==> config.mk <==
export PLATFORM = sky130hd
export DESIGN_NAME = burst_addr_gen
export DESIGN_NICKNAME = d
export VERILOG_FILES = /design/src/rtl/burst_pkg.sv /design/src/rtl/burst_load_ctl.sv /design/src/rtl/burst_beat_cnt.sv /design/src/rtl/burst_base_reg.sv /design/src/rtl/burst_addr_map.sv /design/src/rtl/burst_addr_gen.sv
export SDC_FILE = /design/constraint.sdc
export NUM_CORES = 1
export LEC_CHECK = 0
export ABC_AREA = 1
export CAP_MARGIN = 20
export CORE_AREA = 4 4 66 44
export DETAILED_ROUTE_END_ITERATION = 6
export DIE_AREA = 0 0 70 48
export GPL_ROUTABILITY_DRIVEN = 1
export MAX_ROUTING_LAYER = met4
export PLACE_DENSITY = 0.79
export SYNTH_ARGS = -nofsm -noshare
export SYNTH_HDL_FRONTEND = slang
export SYNTH_SLANG_ARGS = --single-unit
==> constraint.sdc <==
create_clock -name clk -period 2.2 [get_ports clk]
set_input_delay 0.22 -clock clk [delete_from_list [all_inputs] [get_ports clk]]
set_output_delay 0.22 -clock clk [all_outputs]
set_load 0.01 [all_outputs]
==> src/rtl/burst_pkg.sv <==
package burst_pkg;
  typedef enum logic [1:0] {
    ACT_HOLD = 2'd0,
    ACT_LOAD = 2'd1,
    ACT_STEP = 2'd2
  } burst_act_e;
endpackage

==> src/rtl/burst_load_ctl.sv <==
module burst_load_ctl
  import burst_pkg::*;
(
  input  logic       proc_ld_n,
  input  logic       ctrl_ld_n,
  input  logic       en_main_n,
  input  logic       en_aux,
  input  logic       en_aux_n,
  input  logic       adv_n,
  output burst_act_e act
);
  logic enables_ok;
  logic proc_take;
  logic ctrl_take;
  logic strobes_idle;

  always_comb begin
    enables_ok   = !en_main_n && en_aux && !en_aux_n;
    proc_take    = !proc_ld_n && enables_ok;
    ctrl_take    = proc_ld_n && !ctrl_ld_n;
    strobes_idle = proc_ld_n && ctrl_ld_n;
    if (proc_take || ctrl_take)
      act = ACT_LOAD;
    else if (strobes_idle && !adv_n)
      act = ACT_STEP;
    else
      act = ACT_HOLD;
  end
endmodule

==> src/rtl/burst_beat_cnt.sv <==
module burst_beat_cnt
  import burst_pkg::*;
#(
  parameter int BEAT_BITS = 2
) (
  input  logic                 clk,
  input  logic                 rst_n,
  input  burst_act_e           act,
  output logic [BEAT_BITS-1:0] beat_q
);
  logic [BEAT_BITS-1:0] beat_d;
  logic                 beat_en;

  always_comb begin
    beat_en = (act != ACT_HOLD);
    beat_d  = beat_q;
    unique case (act)
      ACT_LOAD: beat_d = '0;
      ACT_STEP: beat_d = beat_q + BEAT_BITS'(1);
      default:  beat_d = beat_q;
    endcase
  end

  always_ff @(posedge clk or negedge rst_n) begin
    if (!rst_n)
      beat_q <= '0;
    else if (beat_en)
      beat_q <= beat_d;
  end
endmodule

==> src/rtl/burst_base_reg.sv <==
module burst_base_reg
  import burst_pkg::*;
#(
  parameter int ADDR_W = 17
) (
  input  logic              clk,
  input  logic              rst_n,
  input  burst_act_e        act,
  input  logic [ADDR_W-1:0] addr_in,
  output logic [ADDR_W-1:0] base_q
);
  logic              base_en;
  logic [ADDR_W-1:0] base_d;

  always_comb begin
    base_en = (act == ACT_LOAD);
    base_d  = addr_in;
  end

  always_ff @(posedge clk or negedge rst_n) begin
    if (!rst_n)
      base_q <= '0;
    else if (base_en)
      base_q <= base_d;
  end
endmodule

==> src/rtl/burst_addr_map.sv <==
module burst_addr_map #(
  parameter int ADDR_W    = 17,
  parameter int BEAT_BITS = 2
) (
  input  logic [ADDR_W-1:0]    base_q,
  input  logic [BEAT_BITS-1:0] beat_q,
  input  logic                 order_sel,
  output logic [ADDR_W-1:0]    addr_out
);
  localparam int UPPER_W = ADDR_W - BEAT_BITS;

  logic [BEAT_BITS-1:0] low_xor;
  logic [BEAT_BITS-1:0] low_sum;
  logic [BEAT_BITS-1:0] low_sel;

  always_comb begin
    low_xor = base_q[BEAT_BITS-1:0] ^ beat_q;
    low_sum = base_q[BEAT_BITS-1:0] + beat_q;
    low_sel = order_sel ? low_xor : low_sum;
  end

  generate
    if (UPPER_W > 0) begin : g_upper
      assign addr_out = {base_q[ADDR_W-1:BEAT_BITS], low_sel};
    end else begin : g_low_only
      assign addr_out = low_sel;
    end
  endgenerate
endmodule

==> src/rtl/burst_addr_gen.sv <==
module burst_addr_gen
  import burst_pkg::*;
#(
  parameter int ADDR_W    = 17,
  parameter int BEAT_BITS = 2
) (
  input  logic              clk,
  input  logic              rst_n,
  input  logic              proc_ld_n,
  input  logic              ctrl_ld_n,
  input  logic              en_main_n,
  input  logic              en_aux,
  input  logic              en_aux_n,
  input  logic              adv_n,
  input  logic              order_sel,
  input  logic [ADDR_W-1:0] addr_in,
  output logic [ADDR_W-1:0] addr_out
);
  burst_act_e           act;
  logic [BEAT_BITS-1:0] beat_q;
  logic [ADDR_W-1:0]    base_q;

  burst_load_ctl u_ctl (
    .proc_ld_n (proc_ld_n),
    .ctrl_ld_n (ctrl_ld_n),
    .en_main_n (en_main_n),
    .en_aux    (en_aux),
    .en_aux_n  (en_aux_n),
    .adv_n     (adv_n),
    .act       (act)
  );

  burst_beat_cnt #(.BEAT_BITS(BEAT_BITS)) u_cnt (
    .clk    (clk),
    .rst_n  (rst_n),
    .act    (act),
    .beat_q (beat_q)
  );

  burst_base_reg #(.ADDR_W(ADDR_W)) u_base (
    .clk     (clk),
    .rst_n   (rst_n),
    .act     (act),
    .addr_in (addr_in),
    .base_q  (base_q)
  );

  burst_addr_map #(.ADDR_W(ADDR_W), .BEAT_BITS(BEAT_BITS)) u_map (
    .base_q    (base_q),
    .beat_q    (beat_q),
    .order_sel (order_sel),
    .addr_out  (addr_out)
  );
endmodule

==> impl_metrics.env <==
export IMPL_top_layer_used="met3"
export IMPL_layout_commonest_cell="clkdlybuf4s50_1"
export IMPL_worstMarginPinSlew_ns=0.8579
export IMPL_overflow=0
export IMPL_ys_warnings_count=0
export IMPL_fin_skew_ns=0.00002282
export IMPL_required_ns=1.98
export IMPL_setup_tns_ns=0
export IMPL_vias=775
export IMPL_seqCellArea_um2=475.5
export IMPL_start_util_pct=40.03
export IMPL_dp_hpwl_um=1627
export IMPL_drive_above_1_share_pct=5.147
export IMPL_cts_tree="done"
export IMPL_wire_per_inst_um=12.82
export IMPL_ff2ff_path_depth=3
export IMPL_reg2reg_to="u_cnt.beat_q[1]"
export IMPL_diodes=0
export IMPL_place_congestion=0.6172
export IMPL_yosysUniqueCellTypes=15
export IMPL_avgSynthCellArea_um2=8.700
export IMPL_rsz0062_at_grt="false"
export IMPL_wl_met2_um=1163
export IMPL_drt_met1_wl_um=846
export IMPL_cts_sinks=19
export IMPL_cp_top_family="buffers and inverters"
export IMPL_dp_cells=164
export IMPL_postLayoutCoreUtil_pct=55.92
export IMPL_syn_num_nets=135
export IMPL_antenna_found_initial=0
export IMPL_cp_startpoint="u_cnt.beat_q[0]"
export IMPL_fin_cells=168
export IMPL_clk_transition_reported_paths_ns=0.07
export IMPL_cts_buffers=3
export IMPL_max_cap_violations=0
export IMPL_dr_pass1_iters=4
export IMPL_cts_htree_levels=1
export IMPL_fin_crit_ns=1.984
export IMPL_post_cts_buffers=0
export IMPL_r2r_slack_ns=1.32
export IMPL_clockBufferDepth=2
export IMPL_worst_path_most_repeated_cell="inv_1"
export IMPL_grt_pass1_vias=801
export IMPL_portBuffers=42
export IMPL_cts_resized=0
export IMPL_worstSetupStartpointType="flip-flop"
export IMPL_slew_headroom_pct=42.63
export IMPL_ant_nets=0
export IMPL_path_class="flip-flop to primary output"
export IMPL_fp_row_count=14
export IMPL_cp_end_kind="primary output"
export IMPL_setup_viol=0
export IMPL_hold_buffers=0
export IMPL_clk_insertion_delay_late_ns=0.25
export IMPL_crit_path_max_fanout=4
export IMPL_synth_area_um2=939.7
export IMPL_coreArea_um2=2347
export IMPL_total_leakage_power_nw=0.6299
export IMPL_multi_input_area_um2=320.3
export IMPL_critPathBufInv=3
export IMPL_layout_common_cells="42 x clkdlybuf4s50_1, 37 x nand2_1, 19 x nand3_1, 19 x dfrtp_1"
export IMPL_peakVddDrop_v=0.0003245
export IMPL_dieArea_um2=3360
export IMPL_die_h_um=48
export IMPL_synth_seq_cells=19
export IMPL_grt_usage_pct=14.80
export IMPL_n_fill_cell=229
export IMPL_syn_to_final_growth_pct=39.68
export IMPL_power_mw=0.8942
export IMPL_critPathSlowestCell="clkdlybuf4s50_1"
export IMPL_slowest_delay_ns=0.55
export IMPL_worstPathArrival_ns=1.76
export IMPL_timing_rr_start="u_cnt.beat_q[0]"
export IMPL_dr_wl_met3_um=144
export IMPL_hold_viol=0
export IMPL_hold_path_class="input pin to async pin"
export IMPL_via_per_inst=4.613
export IMPL_cp_cell_sequence="ha_1 > inv_1 > nor2_1 > xor2_1 > inv_1 > clkdlybuf4s50_1"
export IMPL_drt_total_wl_um=2154
export IMPL_powerDensity_nw_per_um2=681.3
export IMPL_status="finished, final reports clean"
export IMPL_drc_errors=0
export IMPL_ios=43
export IMPL_grt_pass1_wl_um=3608
export IMPL_finalCritPeriodShare_pct=90.20
export IMPL_max_freq_mhz=503.9
export IMPL_ys_seq_area_share_pct=50.60
export IMPL_syn_inst=108
export IMPL_cts_root_buffer_cell="clkbuf_8"
export IMPL_critPathCapture="addr_out[1]"
export IMPL_path_depth=6
export IMPL_drt_initial_drc_count=7
export IMPL_report_final_slew_viol_count=0
export IMPL_die_w_um=70
export IMPL_nNetsFinal=164
export IMPL_grt_start_max_net_pins=20
-- per-layer routing --
| layer | global-route usage (%) | up-vias |
|---|---|---|
| met5 | - | - |
| met3 | 6.289 | 0 |
| met2 | 29.83 | 24 |
| met4 | 2.290 | 0 |
| met1 | 13.94 | 370 |
| li1 | - | 381 |
-- state kept, by name (all words and copies together), names as in the netlist --
register	flops
u_cnt.beat_q	2
u_base.base_q	17
-- final cells by class --
type,instances,area share [%]
flip-flops and latches,19,36.22
inverters,3,0.8580
clock buffers,4,3.432
repair buffers,42,32.03
multi-input cells,68,24.40
well taps,32,3.051
-- power breakdown --
| part | total, mW | internal, mW | leakage (nW) | switching, mW |
|---|---|---|---|---|
| clock | 0.233 | 0.128 | 0.0228 | 0.104 |
| combinational | 0.245 | 0.141 | 0.372 | 0.105 |
| sequential | 0.416 | 0.392 | 0.235 | 0.0247 |
| total | 0.894 | 0.661 | 0.630 | 0.234 |
-- Yosys cell counts, drive strengths merged --
cell	n	area, um^2
buf	18	132.6
dfrtp	19	475.5
ha	1	12.51
inv	3	11.26
nand2	40	157.7
nand3	19	95.09
nor2	2	7.510
or2	3	21.27
xnor2	2	17.52
xor2	1	8.760
-- worst min-delay path by stage --
stage | cells after the start | end | startpoint
global route | 2 | u_base.base_q[13] | u_base.base_q[13]
CTS | 2 | u_base.base_q[13] | u_base.base_q[13]
finish | 1 | u_base.base_q[4] | rst_n
global placement | 2 | u_base.base_q[13] | u_base.base_q[13]
floorplan | 0 | u_base.base_q[0] | rst_n
detailed placement | 2 | u_base.base_q[5] | u_base.base_q[5]
-- worst reg2reg max path: stages (launching register included) --
cell and delay [ns]:
dfrtp_1 0.42, xnor2_1 0.14, or2_0 0.20, nand2_1 0.06
-- per-stage QoR --
stage               setup slack (ns)  instance area [um^2]  hold WS (ns)
floorplan                      1.084                 939.7      -0.07559
global placement              0.5317                  1267        0.4529
detailed placement            0.4407                  1267        0.4601
CTS                           0.2298                  1313        0.4763
global route                  0.1381                  1313        0.4943
finish                        0.2156                  1313        0.4570
-- logic make-up after synthesis --
group	share of synthesized area, %
buf+inv	15.31
xor+xnor	2.797
simple gates	29.96
fa+ha+maj	1.331
flops	50.60
No activity file was read; power rests on OpenSTA's default activity.
